`src/rtl/sync_gate_pkg.sv`:
```
package sync_gate_pkg;
  localparam int REG_W = 8;
  localparam int BIT_MASTER = 0;
  localparam int BIT_DIV_EN = 1;
  localparam int BIT_ONE_SHOT = 2;
  localparam int BIT_MON_EN = 7;
  localparam logic [REG_W-1:0] WRITE_MASK = 8'h87;

  typedef struct packed {
    logic master;
    logic divEn;
    logic oneShot;
    logic monEn;
  } gateCtrl_t;

  typedef struct packed {
    logic divFired;
    logic oneShotFired;
  } gateEvt_t;
endpackage

```
`src/rtl/sync_gate_ctrl.sv`:
```
module sync_gate_ctrl
  import sync_gate_pkg::*;
#(
  parameter int ADDR_W = 4,
  parameter logic [ADDR_W-1:0] REG_ADDR = '0
) (
  input  logic              clk,
  input  logic              rstN,
  input  logic [ADDR_W-1:0] busAddr,
  input  logic              busWr,
  input  logic [REG_W-1:0]  busWdata,
  output logic [REG_W-1:0]  busRdata,
  input  gateEvt_t          evt,
  output gateCtrl_t         gate
);
  logic [REG_W-1:0] ctrlReg;
  logic [REG_W-1:0] ctrlNext;
  logic             hit;

  assign hit = (busAddr == REG_ADDR);

  always_comb begin
    ctrlNext = ctrlReg;
    if (busWr && hit) ctrlNext = busWdata & WRITE_MASK;
    if (evt.oneShotFired) ctrlNext[BIT_DIV_EN] = 1'b0;
  end

  always_ff @(posedge clk or negedge rstN) begin
    if (!rstN) ctrlReg <= '0;
    else       ctrlReg <= ctrlNext;
  end

  assign busRdata     = hit ? ctrlReg : '0;
  assign gate.master  = ctrlReg[BIT_MASTER];
  assign gate.divEn   = ctrlReg[BIT_DIV_EN];
  assign gate.oneShot = ctrlReg[BIT_ONE_SHOT];
  assign gate.monEn   = ctrlReg[BIT_MON_EN];

  // the auto-clear wins over a simultaneous write
  a_r5_autoclear: assert property (@(posedge clk) disable iff (!rstN)
    evt.oneShotFired |=> !ctrlReg[BIT_DIV_EN]);
  a_r6_reserved_zero: assert property (@(posedge clk) disable iff (!rstN)
    ctrlReg[6:3] == 4'b0);
  a_r10_other_addr: assert property (@(posedge clk) disable iff (!rstN)
    (!hit && !evt.oneShotFired) |=> $stable(ctrlReg));
endmodule

```
`src/rtl/sync_gate_dp.sv`:
```
module sync_gate_dp
  import sync_gate_pkg::*;
#(
  parameter int SYNC_STAGES = 2
) (
  input  logic      clk,
  input  logic      rstN,
  input  logic      syncIn,
  input  gateCtrl_t gate,
  output gateEvt_t  evt,
  output logic      divSyncPulse,
  output logic      monSyncPulse
);
  logic [SYNC_STAGES-1:0] syncChain;
  logic                   syncPrev;
  logic                   edgeDet;
  logic                   divPass;
  logic                   monPass;

  genvar i;
  generate
    for (i = 0; i < SYNC_STAGES; i++) begin : g_sync
      always_ff @(posedge clk or negedge rstN) begin
        if (!rstN) syncChain[i] <= 1'b0;
        else if (i == 0) syncChain[i] <= syncIn;
        else syncChain[i] <= syncChain[(i == 0) ? 0 : i-1];
      end
    end
  endgenerate

  always_ff @(posedge clk or negedge rstN) begin
    if (!rstN) syncPrev <= 1'b0;
    else       syncPrev <= syncChain[SYNC_STAGES-1];
  end

  assign edgeDet = syncChain[SYNC_STAGES-1] & ~syncPrev;
  assign divPass = edgeDet & gate.master & gate.divEn;
  assign monPass = edgeDet & gate.master & gate.monEn;

  assign evt.divFired     = divPass;
  assign evt.oneShotFired = divPass & gate.oneShot;

  always_ff @(posedge clk or negedge rstN) begin
    if (!rstN) begin
      divSyncPulse <= 1'b0;
      monSyncPulse <= 1'b0;
    end else begin
      divSyncPulse <= divPass;
      monSyncPulse <= monPass;
    end
  end

  a_r1_master_gate: assert property (@(posedge clk) disable iff (!rstN)
    (divSyncPulse || monSyncPulse) |-> $past(gate.master));
  a_r7_div_single: assert property (@(posedge clk) disable iff (!rstN)
    divSyncPulse |=> !divSyncPulse);
  a_r7_mon_single: assert property (@(posedge clk) disable iff (!rstN)
    monSyncPulse |=> !monSyncPulse);
endmodule

```
`src/rtl/sync_gate_top.sv`:
```
module sync_gate_top
  import sync_gate_pkg::*;
#(
  parameter int ADDR_W = 4,
  parameter logic [ADDR_W-1:0] REG_ADDR = '0,
  parameter int SYNC_STAGES = 2
) (
  input  logic              clk,
  input  logic              rstN,
  input  logic              syncIn,
  input  logic [ADDR_W-1:0] busAddr,
  input  logic              busWr,
  input  logic [7:0]        busWdata,
  output logic [7:0]        busRdata,
  output logic              divSyncPulse,
  output logic              monSyncPulse
);
  gateCtrl_t gate;
  gateEvt_t  evt;

  sync_gate_ctrl #(.ADDR_W(ADDR_W), .REG_ADDR(REG_ADDR)) u_ctrl (
    .clk(clk), .rstN(rstN), .busAddr(busAddr), .busWr(busWr),
    .busWdata(busWdata), .busRdata(busRdata), .evt(evt), .gate(gate));

  sync_gate_dp #(.SYNC_STAGES(SYNC_STAGES)) u_dp (
    .clk(clk), .rstN(rstN), .syncIn(syncIn), .gate(gate), .evt(evt),
    .divSyncPulse(divSyncPulse), .monSyncPulse(monSyncPulse));
endmodule

```
`config.mk`:
```
export PLATFORM = sky130hd
export DESIGN_NAME = sync_gate_top
export DESIGN_NICKNAME = d
export VERILOG_FILES = /design/src/rtl/sync_gate_pkg.sv /design/src/rtl/sync_gate_ctrl.sv /design/src/rtl/sync_gate_dp.sv /design/src/rtl/sync_gate_top.sv
export SDC_FILE = /design/constraint.sdc
export NUM_CORES = 1
export LEC_CHECK = 0
export CAP_MARGIN = 20
export CORE_MARGIN = 2
export CORE_UTILIZATION = 30
export CTS_CLUSTER_DIAMETER = 40
export CTS_CLUSTER_SIZE = 25
export DETAILED_ROUTE_END_ITERATION = 12
export GPL_TIMING_DRIVEN = 0
export PLACE_DENSITY = 0.71
export SLEW_MARGIN = 20
export SYNTH_ARGS = -nofsm -noshare
export SYNTH_HDL_FRONTEND = slang
export SYNTH_SLANG_ARGS = --single-unit
```
`constraint.sdc`:
```
create_clock -name clk -period 1.3 [get_ports clk]
set_input_delay 0.39 -clock clk [delete_from_list [all_inputs] [get_ports clk]]
set_output_delay 0.39 -clock clk [all_outputs]
set_load 0.05 [all_outputs]
```
# Yosys cells after proc, flatten, opt, wreduce, memory -nomap -nowiden
# Index checks and enable logic that the tools add are counted.
# word_totals
reg_bits,9
inputBits,16
out_inout_bits,10
elab_cells,19
# classes
muxes,3
bitwise_logic,6
n_reduce_logical,3
# ops
cell,n
two-way mux 8 bit,1
AND 1 bit,5
zero test 4 bit,1
two-way mux 2 bit,1
nonzero test 2 bit,1
logical AND 1 bit,1
two-way mux 1 bit,1
inverter 1 bit,1

# Logic depth before layout (Yosys ltp)
# Gate-level depths: netlist of the first run.
# depth
depth_word,6
mapped_depth,3
mapped_depth_nobuf,3

# Cells and area by module
# Synthesis of the first run repeated with hierarchy kept, for this count alone.
# unflattened
hier_cells,31
area_unflattened_um2,434.2
# by_module_without_submodules
mod,n_inst,cells_each,area_per_inst_um2,seq_area_each_um2
sync_gate_ctrl,1,21,264.0,100.1
sync_gate_dp,1,10,170.2,125.1

# Least setup slack after synthesis of the first run
# No wires, ideal clock.
# synth_timing
path_type,input-to-output
from,in busAddr[3]
to,out busRdata[0]
t_arrival_ns,1.160
required_time_ns,0.910
path_slack_ns,-0.250
path_stages,2
path_buffers,0
path_cell_list,nor4_4 -> and2_2
# synth_via
elab_chain_len,2
# synth_rtl
item,line_no,source
from (decl),sync_gate_top.sv:11,"input logic [ADDR_W-1:0] busAddr,"
zero test 4 bit,sync_gate_ctrl.sv:20,assign hit = (busAddr == REG_ADDR);
two-way mux 8 bit,sync_gate_ctrl.sv:33,assign busRdata = hit ? ctrlReg : '0;
to (decl),sync_gate_top.sv:14,"output logic [7:0] busRdata,"
# Every way passes these cells.

# Worst setup path after layout of the first run
# layout_timing
from,in busAddr[0]
to,out busRdata[2]
# The elaborated chain is that of the path after synthesis.

==> summary.txt, run 1 <==
Setup violators final - 4
H-tree depth - 1
Area of the multi-input gates - 166 sq um
Wirelength per Cell - 9.68 um
Flops & latches, synth - 9
Cell row count - 13
Setup crit end kind - primary output
Final worst slack - -289 ps
Synth Area in Adders - 0%
GPL Wtd Cong - 0.636
Synth warn - 0
First-pass GRT wire length - 1050 um
R2R Path Start - u_dp.syncChain[1]
Pre-CTS setup slack - -1470 ps
DR vias/cell - 4.07
Pwr Total - 751 uW
Total Wirelength - 687 um
Clk_skew - 0.919 ps
Clock latency on the worst-skew pair - 260 ps
Yosys top cell area share - 55.6%
Router iterations before antenna repair - 3
Arrival @ worst endpoint - 1200 ps
MaxCap Viol Count - 0
DRT antenna net count - 0
DIE AREA - 1660 sq um
Num CTS Buffers - 3
Status - finished with violations
Clock Tree Buf Depth - 2
Largest cells by area after synthesis - dfrtp_1, mux2_4, and2_2
Startpoint type of the worst setup path - primary input
Syn-to-layout area delta - 64.8%
Hold Violations, Final - 0
Crit. Startpoint - busAddr[0]
Largest fanout on the critical path - 3
Vias in the first global route - 268
Min-delay src - u_dp.syncChain[0]
Clock-pin slew on the worst setup and hold paths - 60 ps
Die Y - 40.8 um
Largest net degree at the start of global routing - 10
XOR/XNOR share of the synthesized area - 0%
I/O pins - 26
Final TNS setup - -1120 ps
Post-synth cell types - 11
Initial antenna violation count - 0
Hold_buf cts - 0
Antenna cells - 0
GR Overflow Total - 0
Tcrit/Tclk final - 122%
Syn Area/Cell - 14.0 sq um
VDD IR-drop max - 550 uV
Fill count - 117
Setup repair after global routing missed its margin - true
Part of the Yosys area used for sequential elements - 55.6%
Via count - 289
Mapped Area - 405 sq um
Hold Crit Class - flop to flop
Failing checks - setup timing
Commonest non-fill, non-tap cell in the layout - dfrtp_1
IO Port Bufs - 17
Final Cell Area - 668 sq um
Yosys top cell by area - dfrtp_1
Post-synthesis mux area share - 11.1%
Largest family of logic cells by synthesized area - simple AND/OR/NAND/NOR gates
CTS tree - built
Register area - 225 sq um
Initial core utilization - 31.5%
Leakage dissipation - 0.345 nW
Synth Area in Simple Gates - 21.6%
Total GRT Usage - 10.5%
Slew Viols, Final - 0
CTS Sinks - 9
Required time of the critical path - 910 ps
Area fraction in compound gates after synthesis - 3.40%
Max Clock Freq - 0.630 GHz
DR iter-0 viols - 3
Post-Syn Instances - 29
Final-stage net count - 73
Placed cell areas - 611 sq um
DRC viols - 0
Fraction of layout cells with a size suffix above 1 - 51.8%
CP Class - primary input to primary output
Die X - 40.8 um
DP Wirelength - 537 um
Cell Pwr Density - 1120 nW/um^2
Root buffer cell - clkbuf_4
Final min period - 1590 ps
Core outline area - 1280 sq um
Most frequent cells in the layout - dfrtp_1, buf_4, clkdlybuf4s50_1
flip-flops by register name (all words and copies together) (netlist names):
name	flops
u_dp.monSyncPulse	1
u_dp.syncChain	2
u_dp.syncPrev	1
u_ctrl.ctrlReg	4
u_dp.divSyncPulse	1
kinds of logic (layout without fill, tap and decap cells):
family	after synthesis	after routing
multiplexers	3	3
other	1	4
buffers and inverters	4	28
AND/OR/NAND/NOR	10	10
AO/OA/AOI/OAI	2	2
flip-flops	9	9
synthesized netlist by cell type, drive strengths merged:
cell type and n:
dfrtp 9, and2 4, buf 4, mux2 3
and3 2, nor2b 2, a21oi 1, a221oi 1
conb 1, nand2 1, nor4 1
worst max-delay path: stages:
cell,delay [ps]
buf_6,90
nor4_4,280
buf_4,160
and2_4,140
buf_8,130
report_power, final:
group          switching [mW]  leakage (nW)  internal, mW
combinational          0.0897         0.216        0.0972
clock                  0.0955        0.0177         0.113
sequential             0.0312         0.111         0.324
total                   0.216         0.345         0.535
through the flow:
stage          utilization [%]  hold slack [ps]  instances
2_1_floorplan                -             94.4         32
3_3_place_gp              47.5              336         64
3_5_place_dp              47.5              338         64
4_1_cts                   52.0              353         71
5_1_grt                   52.0              367         71
6_report                  52.0              349         71
final timing paths:
| check | cells past startpoint | endpoint | slack, ps |
|---|---|---|---|
| setup / recovery | 5 | busRdata[2] | -290 |
| hold / removal | 0 | u_dp.syncChain[1] | 350 |
| setup reg to reg | 3 | u_ctrl.ctrlReg[1] | 220 |
| hold reg to reg | 0 | u_dp.syncChain[1] | 350 |
| max in group asynchronous | 1 | u_dp.syncChain[0] | 600 |
| min in group asynchronous | 1 | u_ctrl.ctrlReg[0] | 420 |
per-layer routing:
| metal | GRT usage, % | up-vias | wire (um) |
|---|---|---|---|
| li1 | - | 142 | - |
| met1 | 11.5 | 133 | 266 |
| met2 | 15.9 | 12 | 360 |
| met3 | 3.26 | 2 | 55 |
| met4 | 10.0 | 0 | 4 |
| met5 | 0 | - | 0 |
cell type report:
cell class	instances	share of cell area, %
multi-input combinational	19	24.9
clock inverter	1	0.749
sequential	9	33.7
buffer	4	4.49
clock buffer	3	3.37
tap	15	2.81
timing repair buffer	20	30.0
repair_timing:
item                                   CTS  global route
pin swaps                                3             0
setup endpoints to repair               10             7
gates resized for setup                 58             0
endpoints found under the hold margin    0             0
setup buffers                            3             0
No activity file was read; power rests on OpenSTA's default activity.
==> run 2, diff against run 1 <==
--- a/config.mk
+++ b/config.mk
@@ -5,7 +5,6 @@
 export SDC_FILE = /design/constraint.sdc
 export NUM_CORES = 1
 export LEC_CHECK = 0
-export CAP_MARGIN = 20
 export CORE_MARGIN = 2
 export CORE_UTILIZATION = 30
 export CTS_CLUSTER_DIAMETER = 40
==> results of run 2 <==
Final layout, timing and power as in run 1 (identical DEF).
